### config.mk
export PLATFORM = sky130hd
export DESIGN_NAME = rx_irq_status_unit
export DESIGN_NICKNAME = d
export VERILOG_FILES = /design/src/rtl/irqs_pkg.sv /design/src/rtl/isu_enable_reg.sv /design/src/rtl/isu_trig_cmp.sv /design/src/rtl/isu_line_sticky.sv /design/src/rtl/isu_prio.sv /design/src/rtl/rx_irq_status_unit.sv
export SDC_FILE = /design/constraint.sdc
export NUM_CORES = 1
export LEC_CHECK = 0
export BUFFER_PORTS_ARGS = -buffer_cell sky130_fd_sc_hd__buf_4
export CAP_MARGIN = 10
export CORE_MARGIN = 4
export CORE_UTILIZATION = 37
export CTS_CLUSTER_DIAMETER = 150
export DETAILED_ROUTE_END_ITERATION = 8
export MAX_ROUTING_LAYER = met4
export PLACE_DENSITY_LB_ADDON = 0.15
export SKIP_CTS_REPAIR_TIMING = 1
export SYNTH_ARGS = -nofsm -noshare
export SYNTH_HDL_FRONTEND = slang
export SYNTH_SLANG_ARGS = --single-unit
### constraint.sdc
create_clock -name clk -period 1.6 [get_ports clk]
set_input_delay 0.08 -clock clk [delete_from_list [all_inputs] [get_ports clk]]
set_output_delay 0.08 -clock clk [all_outputs]
set_load 0.02 [all_outputs]
### src/rtl/irqs_pkg.sv
package irqs_pkg;

   localparam int SRC_N = 4;
   localparam int ERR_N = 4;

   // Source order equals priority: index 0 is reported first.
   localparam int SRC_LINE = 0;
   localparam int SRC_RXD  = 1;
   localparam int SRC_TXE  = 2;
   localparam int SRC_MDM  = 3;

   typedef enum logic [3:0] {
      CODE_MDM  = 4'b0000,
      CODE_NONE = 4'b0001,
      CODE_TXE  = 4'b0010,
      CODE_RXD  = 4'b0100,
      CODE_LINE = 4'b0110
   } int_code_e;

   function automatic int_code_e src_code(input int idx);
      case (idx)
         SRC_LINE: return CODE_LINE;
         SRC_RXD:  return CODE_RXD;
         SRC_TXE:  return CODE_TXE;
         default:  return CODE_MDM;
      endcase
   endfunction

endpackage

### src/rtl/isu_enable_reg.sv
module isu_enable_reg #(
   parameter int EN_W = 4
) (
   input  logic            clk,
   input  logic            rst_n,
   input  logic            wr_en,
   input  logic [EN_W-1:0] wr_data,
   output logic [EN_W-1:0] en_q
);

   always_ff @(posedge clk or negedge rst_n) begin
      if (!rst_n)     en_q <= '0;
      else if (wr_en) en_q <= wr_data;
   end


   ier_load_chk: assert property (@(posedge clk) disable iff (!rst_n)
      wr_en |=> en_q == $past(wr_data));


   ier_hold_chk: assert property (@(posedge clk) disable iff (!rst_n)
      !wr_en |=> $stable(en_q));

endmodule

### src/rtl/isu_trig_cmp.sv
module isu_trig_cmp #(
   parameter int CNT_W  = 5,
   parameter int TRIG_A = 1,
   parameter int TRIG_B = 4,
   parameter int TRIG_C = 8,
   parameter int TRIG_D = 14
) (
   input  logic             clk,
   input  logic             rst_n,
   input  logic             fifo_en,
   input  logic [1:0]       sel,
   input  logic [CNT_W-1:0] count,
   output logic             at_trig
);

   localparam logic [CNT_W-1:0] LVL_A = CNT_W'(TRIG_A);
   localparam logic [CNT_W-1:0] LVL_B = CNT_W'(TRIG_B);
   localparam logic [CNT_W-1:0] LVL_C = CNT_W'(TRIG_C);
   localparam logic [CNT_W-1:0] LVL_D = CNT_W'(TRIG_D);
   localparam logic [CNT_W-1:0] LVL_1 = CNT_W'(1);

   logic [CNT_W-1:0] level;

   always_comb begin
      if (!fifo_en) level = LVL_1;
      else begin
         case (sel)
            2'd0:    level = LVL_A;
            2'd1:    level = LVL_B;
            2'd2:    level = LVL_C;
            default: level = LVL_D;
         endcase
      end
      at_trig = (count >= level);
   end


   trig_nonempty_chk: assert property (@(posedge clk) disable iff (!rst_n)
      at_trig |-> count != '0);


   trig_full_chk: assert property (@(posedge clk) disable iff (!rst_n)
      (fifo_en && count >= LVL_D) |-> at_trig);

endmodule

### src/rtl/isu_line_sticky.sv
module isu_line_sticky #(
   parameter int ERR_W = 4
) (
   input  logic             clk,
   input  logic             rst_n,
   input  logic [ERR_W-1:0] evt,
   input  logic             clr,
   output logic [ERR_W-1:0] err_q
);

   for (genvar gi = 0; gi < ERR_W; gi++) begin : g_bit
      always_ff @(posedge clk or negedge rst_n) begin
         if (!rst_n)       err_q[gi] <= 1'b0;
         else if (evt[gi]) err_q[gi] <= 1'b1;
         else if (clr)     err_q[gi] <= 1'b0;
      end


      sticky_set_chk: assert property (@(posedge clk) disable iff (!rst_n)
         evt[gi] |=> err_q[gi]);


      sticky_clr_chk: assert property (@(posedge clk) disable iff (!rst_n)
         (clr && !evt[gi]) |=> !err_q[gi]);


      sticky_hold_chk: assert property (@(posedge clk) disable iff (!rst_n)
         (!clr && !evt[gi]) |=> $stable(err_q[gi]));
   end

endmodule

### src/rtl/isu_prio.sv
module isu_prio
   import irqs_pkg::*;
#(
   parameter int N = SRC_N
) (
   input  logic [N-1:0] pend,
   output int_code_e    code,
   output logic         any
);

   always_comb begin
      code = CODE_NONE;
      for (int i = N - 1; i >= 0; i--) begin
         if (pend[i]) code = src_code(i);
      end
      any = |pend;
   end

endmodule

### src/rtl/rx_irq_status_unit.sv
module rx_irq_status_unit
   import irqs_pkg::*;
#(
   parameter int FIFO_DEPTH = 16,
   parameter int TRIG_A     = 1,
   parameter int TRIG_B     = 4,
   parameter int TRIG_C     = 8,
   parameter int TRIG_D     = 14,
   localparam int CNT_W     = $clog2(FIFO_DEPTH + 1)
) (
   input  logic             clk,
   input  logic             rst_n,
   input  logic             ier_wr,
   input  logic [3:0]       ier_wdata,
   output logic [3:0]       ier_q,
   input  logic             fifo_en,
   input  logic [1:0]       trig_sel,
   input  logic [CNT_W-1:0] rx_count,
   input  logic             rx_err_any,
   input  logic [3:0]       err_evt,
   input  logic             lsr_rd,
   input  logic             tx_fifo_empty,
   input  logic             tx_shift_empty,
   input  logic             modem_pend,
   output logic             irq,
   output logic [3:0]       int_code,
   output logic [7:0]       lsr,
   output logic             polled
);

   if (TRIG_A < 1 || TRIG_B <= TRIG_A || TRIG_C <= TRIG_B || TRIG_D <= TRIG_C)
   begin : g_bad_order
      $error("trigger levels must be ascending and at least 1");
   end
   if (TRIG_D > FIFO_DEPTH) begin : g_bad_depth
      $error("trigger level exceeds FIFO depth");
   end

   logic [ERR_N-1:0] err_q;
   logic             at_trig;
   logic [SRC_N-1:0] pend;
   int_code_e        code;
   logic             any_pend;

   isu_enable_reg #(.EN_W(4)) u_ier (
      .clk(clk), .rst_n(rst_n), .wr_en(ier_wr), .wr_data(ier_wdata), .en_q(ier_q)
   );

   isu_trig_cmp #(
      .CNT_W(CNT_W), .TRIG_A(TRIG_A), .TRIG_B(TRIG_B), .TRIG_C(TRIG_C), .TRIG_D(TRIG_D)
   ) u_trig (
      .clk(clk), .rst_n(rst_n), .fifo_en(fifo_en), .sel(trig_sel),
      .count(rx_count), .at_trig(at_trig)
   );

   isu_line_sticky #(.ERR_W(ERR_N)) u_sticky (
      .clk(clk), .rst_n(rst_n), .evt(err_evt), .clr(lsr_rd), .err_q(err_q)
   );

   always_comb begin
      pend[SRC_LINE] = ier_q[2] & (|err_q);
      pend[SRC_RXD]  = ier_q[0] & at_trig;
      pend[SRC_TXE]  = ier_q[1] & tx_fifo_empty;
      pend[SRC_MDM]  = ier_q[3] & modem_pend;
   end

   isu_prio #(.N(SRC_N)) u_prio (.pend(pend), .code(code), .any(any_pend));

   always_comb begin
      irq      = any_pend;
      int_code = code;
      polled   = fifo_en & (ier_q == 4'b0000);
      lsr      = {fifo_en & rx_err_any,
                  tx_fifo_empty & tx_shift_empty,
                  tx_fifo_empty,
                  err_q,
                  rx_count != '0};
   end


   irq_code_chk: assert property (@(posedge clk) disable iff (!rst_n)
      irq |-> int_code != CODE_NONE);


   idle_code_chk: assert property (@(posedge clk) disable iff (!rst_n)
      !irq |-> int_code == CODE_NONE);


   polled_quiet_chk: assert property (@(posedge clk) disable iff (!rst_n)
      polled |-> !irq);


   line_first_chk: assert property (@(posedge clk) disable iff (!rst_n)
      (ier_q[2] && lsr[4:1] != 4'b0000) |-> int_code == CODE_LINE);


   rxd_valid_chk: assert property (@(posedge clk) disable iff (!rst_n)
      int_code == CODE_RXD |-> (ier_q[0] && lsr[0]));

endmodule

==> run metrics <==
Syn Inst Count=50; largest net degree at the start of global routing=9; placed cell areas=846 um^2; Clock Root Buffer=clkbuf_4; post-synthesis sequential area ratio=0.385; CTS tree=done; Fmax=0.582 GHz; initial antenna violation count=0; Crit path max-delay family=compound AO/OA/AOI/OAI gates; Setup violations, final=2; final WL=1.44 mm; Worst-path clk slew=50 ps; cell taking the most area after synthesis=dfrtp_1; clk sinks=8; Synth Register Bits=8; Critical Path Start Type=flop; clock latency on the worst-skew pair=250 ps; Synth cell types=23; CP endpoint kind=output port; post-route cell area=901 um^2; min-delay worst type=in2reg; Yosys warnings=0; complex-gate fraction of the synthesized area=0.236; DIE AREA=2070 um^2; Area Overhead vs Synth=73.1%; adder-cell share of the synthesized area=0.0962; minimum clock period=1720 ps; Synth Area in XOR/XNOR=0; critical path class=reg2out; overall die width=45.5 um; Synth top area share=0.385; # H-tree levels=1; Vias=553; CTS buffer count=3; Max Slew Vio Count=0; fraction of layout cells with a size suffix above 1=0.589; Vias per Instance=5.03; CP max stage delay=410 ps; simple-gate portion of the synthesized area=0.147; peak supply drop=0.000520 V; P_leak=0.458 nW; Mapped Nets=78; dominant cells by area after synthesis=dfrtp_1 (38%), ha_1 (9.6%), mux2_2 (8.7%); Port-buffer cells=40; Starting Density=0.395; PD cells=710 nW/um^2; global-route usage over all layers=0.154; status=finished with violations; Worst Path Max Fanout=3; DRT antenna net count=0; CTS max path bufs=2; Critical-path top delay cell=dfrtp_1; GP Congestion=0.724; # DRC=0; crit-path cells=o41ai_4 -> o211ai_2 -> a221o_1 -> buf_6; row cnt=13; Layout Utilization=0.684; crit share post-route=1.07; ANT cells=0; mux cell area share after synthesis=0.0865; Initial DRC Count=5; worst slack, placed=-50.4 ps; max cap viols=0; hpwl dp=1.17 mm; drt first pass iters=3; Die Span Y=45.5 um; Synth Cell Area=520 um^2; unrepaired setup endpoints after global routing=true; Clock Skews=0 ps; FF-to-FF setup slack=760 ps; Wirelength per Cell=13.1 um; CP arrival=1640 ps; Mapped Avg Cell Area=10.4 um^2; vias in the first global route=529; grt ovf=0; Design Power=0.000639 W; fin nets=125; WP data required=1520 ps; PnR worst setup slack=-117 ps; largest family of logic cells by synthesized area=compound AO/OA/AOI/OAI gates; total core area=1320 um^2; hold violation count in the final report=0; num ports=42; failing checks=setup timing; CP Buf/Inv Count=1; first-pass GRT wire length=2.22 mm; number of fill cells=108
[metrics by stage]
step | TNS, ps | hold slack (ps) | instances
2_1_floorplan | 0 | -216 | 50
3_3_place_gp | -34.2 | -97.3 | 105
3_5_place_dp | -50.4 | -98.3 | 105
4_1_cts | -241 | -366 | 108
5_1_grt | -417 | 2.40 | 110
6_report | -166 | 10.9 | 110
[cells by family after synthesis]
family                   count (synthesis)
AND/OR/NAND/NOR                         16
AO/OA/AOI/OAI                           13
flip-flops                               8
buffers and inverters                    4
multiplexers                             4
adder cells (fa/ha/maj)                  4
other                                    1
[final cells by class]
cell class	instances	area [um^2]	share of cell area
repair buffers	44	340	0.378
multi-input cells	38	310	0.344
flip-flops and latches	8	201	0.224
clock buffers	3	22.5	0.0250
well taps	15	18.8	0.0208
inverters	2	7.51	0.00833
[sequential cells by signal, summed over array words and instances (netlist names)]
register        count
u_ier.en_q          4
u_sticky.err_q      4
[layout by cell type (no fill, tap or decap), drive strengths merged]
| cell type | count |
|---|---|
| a21o | 5 |
| a221o | 1 |
| a221oi | 1 |
| a31oi | 1 |
| and2 | 2 |
| buf | 43 |
| clkbuf | 3 |
| conb | 1 |
| dfrtp | 8 |
| dlygate4sd3 | 1 |
| ha | 4 |
| inv | 2 |
| mux2 | 4 |
| nand2 | 6 |
| nand2b | 1 |
| nand3 | 1 |
| nor2 | 2 |
| nor2b | 1 |
| nor3 | 2 |
| o211ai | 1 |
| o21ai | 2 |
| o221ai | 1 |
| o41ai | 1 |
| or3 | 1 |
[cell usage after synthesis]
library cell and instances:
a21o_1 4, a21o_2 1, a221o_1 1, a221oi_1 1
a31oi_1 1, and2_1 2, buf_4 2, conb_1 1
dfrtp_1 8, ha_1 4, inv_1 2, mux2_2 4
nand2_1 6, nand2b_1 1, nand3_1 1, nor2_1 2
nor2b_1 1, nor3_1 2, o211ai_2 1, o21ai_0 2
o221ai_1 1, o41ai_4 1, or3_1 1
[report_power, final]
group,internal [W],switching (W),total (W)
Sequential,0.000220,0.0000254,0.000246
Clock,0.0000852,0.0000596,0.000145
Combinational,0.000135,0.000114,0.000249
[per-layer routing]
| metal | vias up | GRT usage | part of all wire |
|---|---|---|---|
| li1 | 275 | - | - |
| met5 | - | - | 0 |
| met3 | 0 | 0.0395 | 0.084 |
| met1 | 257 | 0.186 | 0.38 |
| met2 | 21 | 0.245 | 0.54 |
| met4 | 0 | 0.0526 | 0 |
[final timing paths]
check	startpoint	to	cells after the start
max in group asynchronous	rst_n	u_ier.en_q[1]	2
setup / recovery	u_sticky.err_q[2]	irq	4
hold / removal	err_evt[0]	u_sticky.err_q[0]	2
hold reg to reg	u_sticky.err_q[3]	u_sticky.err_q[3]	1
setup reg to reg	u_ier.en_q[0]	u_ier.en_q[0]	1
min in group asynchronous	rst_n	u_sticky.err_q[1]	2
No activity file was read; power rests on OpenSTA's default activity.
